### src/rtl/pulse_delay_pkg.sv
package pulse_delay_pkg;

  // Pointer step with wrap: the slot after the last one is slot zero.
  function automatic int unsigned pd_step_slot(input int unsigned slot,
                                               input int unsigned depth);
    return (slot == depth - 1) ? 0 : slot + 1;
  endfunction

  // Pointer width for a ring of the given depth (at least one bit).
  function automatic int unsigned pd_slot_bits(input int unsigned depth);
    return (depth > 2) ? $clog2(depth) : 1;
  endfunction

endpackage

### src/rtl/pulse_delay_ring.sv
module pulse_delay_ring
  import pulse_delay_pkg::*;
#(
  parameter int unsigned DEPTH = 16
) (
  input  logic clk,
  input  logic rst,
  input  logic trig_in,
  input  logic clear,
  output logic trig_out,
  output logic pending
);
  localparam int unsigned SW = pd_slot_bits(DEPTH);
  localparam logic [SW-1:0] LAST_SLOT = SW'(DEPTH - 1);

  logic [DEPTH-1:0] slots;
  logic [SW-1:0]    wr_slot;
  logic [SW-1:0]    wr_slot_nxt;
  logic             slot_due;
  logic             accept;

  assign wr_slot_nxt = SW'(pd_step_slot(32'(wr_slot), DEPTH));
  assign slot_due    = slots[wr_slot];
  assign accept      = trig_in && !clear;
  assign trig_out    = slot_due;
  assign pending     = |slots;

  always_ff @(posedge clk) begin
    if (rst) begin
      slots   <= '0;
      wr_slot <= '0;
    end else begin
      if (clear) slots <= '0;
      else       slots[wr_slot] <= trig_in;
      wr_slot <= wr_slot_nxt;
    end
  end

  // pointer stays inside the ring and wraps after the last slot
  assert_slot_bound_R2: assert property (@(posedge clk) disable iff (rst)
    32'(wr_slot) < DEPTH);
  assert_slot_wrap_R2: assert property (@(posedge clk) disable iff (rst)
    (wr_slot == LAST_SLOT) |=> (wr_slot == '0));
  // an accepted event is visible as pending on the next cycle
  assert_accept_pending_R3: assert property (@(posedge clk) disable iff (rst)
    accept |=> pending);
  assert_quiet_line_R3: assert property (@(posedge clk) disable iff (rst)
    !pending |-> !trig_out);
  // a flush leaves nothing held
  assert_flush_empties_R4: assert property (@(posedge clk) disable iff (rst)
    clear |=> !pending);
endmodule

### src/rtl/pulse_delay_flop.sv
module pulse_delay_flop (
  input  logic clk,
  input  logic rst,
  input  logic trig_in,
  input  logic clear,
  output logic trig_out,
  output logic pending
);
  logic held;

  always_ff @(posedge clk) begin
    if (rst || clear) held <= 1'b0;
    else              held <= trig_in;
  end

  assign trig_out = held;
  assign pending  = held;

  // an accepted event shows one cycle later; a flushed one does not
  assert_flop_pass_R6: assert property (@(posedge clk) disable iff (rst)
    (trig_in && !clear) |=> trig_out);
  assert_flop_drop_R6: assert property (@(posedge clk) disable iff (rst)
    clear |=> !trig_out);
endmodule

### src/rtl/pulse_delay.sv
module pulse_delay #(
  parameter int unsigned DELAY = 16
) (
  input  logic clk,
  input  logic rst,
  input  logic trig_in,
  input  logic clear,
  output logic trig_out,
  output logic pending
);
  generate
    if (DELAY == 0) begin : g_wire
      assign trig_out = trig_in;
      assign pending  = 1'b0;
    end else if (DELAY == 1) begin : g_flop
      pulse_delay_flop u_flop (
        .clk(clk), .rst(rst), .trig_in(trig_in), .clear(clear),
        .trig_out(trig_out), .pending(pending)
      );
    end else begin : g_ring
      pulse_delay_ring #(.DEPTH(DELAY)) u_ring (
        .clk(clk), .rst(rst), .trig_in(trig_in), .clear(clear),
        .trig_out(trig_out), .pending(pending)
      );
    end
  endgenerate

  // output only fires while the line holds something (DELAY > 0)
  assert_out_needs_pending_R3: assert property (@(posedge clk) disable iff (rst)
    (DELAY != 0 && trig_out) |-> pending);
endmodule

### config.mk
export PLATFORM = sky130hd
export DESIGN_NAME = pulse_delay
export DESIGN_NICKNAME = d
export VERILOG_FILES = /design/src/rtl/pulse_delay_pkg.sv /design/src/rtl/pulse_delay_ring.sv /design/src/rtl/pulse_delay_flop.sv /design/src/rtl/pulse_delay.sv
export SDC_FILE = /design/constraint.sdc
export NUM_CORES = 1
export LEC_CHECK = 0
export BUFFER_PORTS_ARGS = -buffer_cell sky130_fd_sc_hd__clkbuf_2
export CELL_PAD_IN_SITES_DETAIL_PLACEMENT = 1
export CELL_PAD_IN_SITES_GLOBAL_PLACEMENT = 1
export CORE_ASPECT_RATIO = 1.1
export CORE_MARGIN = 8
export CORE_UTILIZATION = 35
export CTS_CLUSTER_DIAMETER = 50
export CTS_CLUSTER_SIZE = 20
export DETAILED_ROUTE_END_ITERATION = 16
export GPL_ROUTABILITY_DRIVEN = 0
export PLACE_DENSITY = 0.72
export SLEW_MARGIN = 20
export SYNTH_ARGS = -nofsm -noshare
export SYNTH_HDL_FRONTEND = slang
export SYNTH_HIERARCHICAL = 1
export SYNTH_SLANG_ARGS = --single-unit
### constraint.sdc
create_clock -name clk -period 3.7 [get_ports clk]
set_input_delay 0.185 -clock clk [delete_from_list [all_inputs] [get_ports clk]]
set_output_delay 0.185 -clock clk [all_outputs]
set_load 0.01 [all_outputs]
### Yosys cells after proc, flatten, opt, wreduce, memory -nomap -nowiden

Cells that the tools add are included.

* reduce and logical (&&, ||, !) cells: 4
* muxes and demuxes: 5
* equal/unequal tests: 1
* add/subtract/negate cells: 1
* $lt $le $gt $ge: 2

Operator list (number)
* $bwmux 16: 1
* $reduce_or 16->1: 1
* $lt 4x5->1 const B: 1
* $add 4x1->4 const B: 1
* $bmux 1 s4: 1
* $demux 1 s4: 1
* $eq 4x4->1 const B: 1
* $ge 4x1->1 const B: 1
* $reduce_or 2->1: 2
* $mux 1: 2
* $logic_and 1x1->1: 1

* word-level logic and storage cells: 15
* input port bits: 4
* bits in registers: 20
* output and inout port bits: 2

### Longest topological paths before layout

* word-level depth: 5
* gate-level depth with buffers: 6
* gate-level depth less buffers: 5

### Least setup slack after synthesis

Ideal clock, no wire load.

* kind: reg-to-output
* start: reg g_ring.u_ring.wr_slot[0]
* end: out trig_out
* cell stages (with the launch flop): 5
* arrival time: 1.244 ns
* slack: 2.271 ns
* required time: 3.515 ns
* cells stage by stage: dfxtp_1 -> buf_6 -> mux4_1 -> nand3b_1 -> nand4_1

* cells in the longest elaborated chain, start to end: 2

Ends and longest elaborated chain
* start, declared: RTL line pulse_delay_ring.sv:17 `logic [SW-1:0] wr_slot;`
* start signal, assigned: RTL line pulse_delay_ring.sv:35 `wr_slot <= wr_slot_nxt;`
* $bmux 1 s4: RTL line pulse_delay_ring.sv:23 `assign slot_due = slots[wr_slot];`
* $mux 1 (implied by the code): RTL line pulse_delay_ring.sv:23
* end, declared: RTL line pulse_delay.sv:8 `output logic trig_out,`

Every way passes these cells. The select of a mux whose other input is x is not followed.

### Worst setup path after layout

Same ends and word-level chain as after synthesis.

==> qor.txt <==
H-tree Lvls -> 1
final net count -> 116
GRT Total Usage -> 0.107
Req. time, crit path -> 3.51 ns
Synth Flop Type -> dfxtp_1
Clock Tree Buf Depth -> 2
sequential-to-total area share from yosys stat -> 0.374
Slowest-stage cell, CP -> mux4_1
CP startpoint kind -> flop
Rows -> 21
Layout Skew -> 0.00205 ns
average wire per standard cell -> 16.4 um
Setup crit end kind -> primary output
final WL -> 2.31 mm
Hold Violations, Final -> 0
DR iter-0 viols -> 38
WHS Path Cells -> 2
CTS clk-pin slew, worst paths -> 0.11 ns
crit share post-route -> 0.534
Worst Setup Path Type -> flop to primary output
most frequent cells after synthesis -> dfxtp_1 (20), nor2_1 (13), mux2i_1 (12)
status -> finished, final reports clean
largest fanout on the critical path -> 9
max-slew violation count -> 0
post-CTS setup repair buffer count -> 0
full die area -> 0.00508 mm^2
LEAKAGE -> 0.000490 uW
Syn Inst Count -> 108
crit path buf inv count -> 1
crit-path max cell delay -> 0.61 ns
Syn Area/Cell -> 9.91 um^2
Post-DP Area -> 0.00108 mm^2
hold_sp -> rst
reg2reg start -> g_ring.u_ring/wr_slot[0]
DR DRC count -> 0
Num CTS Buffers -> 3
number of diodes -> 0
Fmax -> 506 MHz
FF-to-FF setup slack -> 2.22 ns
Syn. warnings -> 6
via density per instance -> 5.74
EDFF count, synth -> 0
via count -> 809
PortBufs -> 5
Tightest Pin Transition -> 0.667 ns
drt first pass iters -> 4
final setup vio count -> 0
Critical Path AT -> 1.79 ns
hold buffers post-CTS -> 0
initial core utilization -> 0.360
synth top area cells -> dfxtp_1 (37%), mux2i_1 (11%), mux4_1 (9.8%)
area leader, netlist -> dfxtp_1
RSZ-0062 raised after global routing -> false
Worst Setup SP -> g_ring.u_ring/wr_slot[0]
GR Overflow Total -> 0
syn_nets -> 116
CP endpoint -> trig_out
Top-Level Pins -> 6
first-pass GRT wire length -> 4.02 mm
clock insertion delay at the later pin of the skew report -> 0.31 ns
vias in the first global route -> 829
crit path time final -> 1.97 ns
share of layout cells above drive strength 1 -> 0.150
headroom to the max-slew limit -> 0.554
synth unique cells -> 24
placed wire-length estimate -> 1.69 mm
die height -> 74.0 um
Peak supply drop -> 0.000136 V
synthesized area -> 0.00107 mm^2
cts repair resizes -> 0
largest net degree at the start of global routing -> 21
Worst Hold Class -> input port to flop
Clk Tree Root Cell -> clkbuf_4
Synth Register Bits -> 20
worst reg2reg path depth -> 5
Setup TNS -> 0 ns
Die X-Extent -> 68.7 um
area grow syn2layout -> 4.80%
initial antenna violation count -> 0
design area -> 0.00112 mm^2
Num Clock Sinks -> 20
post-synth top area share -> 0.374
post-route ant nets -> 0
max-cap violations -> 0
CP Depth -> 4
count leader, synth -> dfxtp_1
crit path cell chain -> mux4_1 -> nand3b_1 -> nand4_1 -> clkbuf_2
CTS tree -> built
WHS -> 0.0630 ns
fraction of registers with async set/reset -> 0
reg2reg end -> g_ring.u_ring/slots[10]
Core Box Area -> 0.00297 mm^2
cell class contributing the biggest share of worst-path delay -> multiplexers
power density cells -> 357 mW/mm^2
==> cells by family after synthesis <==
group | share of synthesized area
AND/OR/NAND/NOR | 0.220
flip-flops | 0.374
multiplexers | 0.211
AO/OA/AOI/OAI | 0.0842
buffers and inverters | 0.0561
adder cells (fa/ha/maj) | 0.0468
XOR/XNOR | 0.00819
==> layout by cell type, fill, tap and decap left out, types with 3 or more instances in the layout <==
cell / netlist / layout
nor2_1: 13 / 13
dfxtp_1: 20 / 20
ha_1: 4 / 4
clkbuf_2: 0 / 5
mux4_1: 4 / 4
clkbuf_4: 0 / 3
a21oi_1: 4 / 4
nor4_1: 4 / 4
nand3_1: 9 / 9
mux2i_1: 12 / 12
nand3b_1: 10 / 10
a21bo_2: 4 / 4
==> sequential cells by signal, summed over array words and instances (netlist names) <==
register / cells
g_ring.u_ring/slots: 16
g_ring.u_ring/wr_slot: 4
==> area by class of cell <==
type | instances | area [um^2]
fill | 365 | 1850
multi-input combinational | 76 | 609
sequential | 20 | 400
tap | 34 | 42.5
clock buffer | 4 | 36.3
timing repair buffer | 5 | 25.0
inverter | 2 | 7.51
==> worst min-delay path by stage <==
stage	to	slack [ns]
after floorplan	g_ring.u_ring/wr_slot[3]	0.26
after global placement	g_ring.u_ring/wr_slot[2]	0.39
after detailed placement	g_ring.u_ring/wr_slot[2]	0.39
after CTS	g_ring.u_ring/wr_slot[2]	0.05
after global routing	g_ring.u_ring/wr_slot[2]	0.06
final	g_ring.u_ring/wr_slot[2]	0.06
==> per-stage QoR <==
| step | power [uW] | std cells | utilization | worst slack (ns) |
|---|---|---|---|---|
| 6_report | 400 | 141 | 0.378 | 1.73 |
| 4_1_cts | 408 | 141 | 0.378 | 1.71 |
| 5_1_grt | 423 | 141 | 0.378 | 1.62 |
| 3_5_place_dp | 275 | 137 | 0.365 | 2.06 |
| 2_1_floorplan | 265 | 108 | - | 2.27 |
| 3_3_place_gp | 275 | 137 | 0.365 | 2.11 |
==> routing by layer <==
layer / share of wire / routed length, um / GRT usage
met1: 0.44 / 1020 / 0.128
met2: 0.50 / 1170 / 0.171
met3: 0.035 / 81 / 0.0286
met4: 0.019 / 45 / 0.0536
met5: 0 / 0 / 0
==> report_power, final <==
group / internal, uW / switching (uW)
registers: 219 / 10.2
clock network: 60.1 / 70.2
logic: 18.0 / 22.5
(Power assumes the default switching activity.)
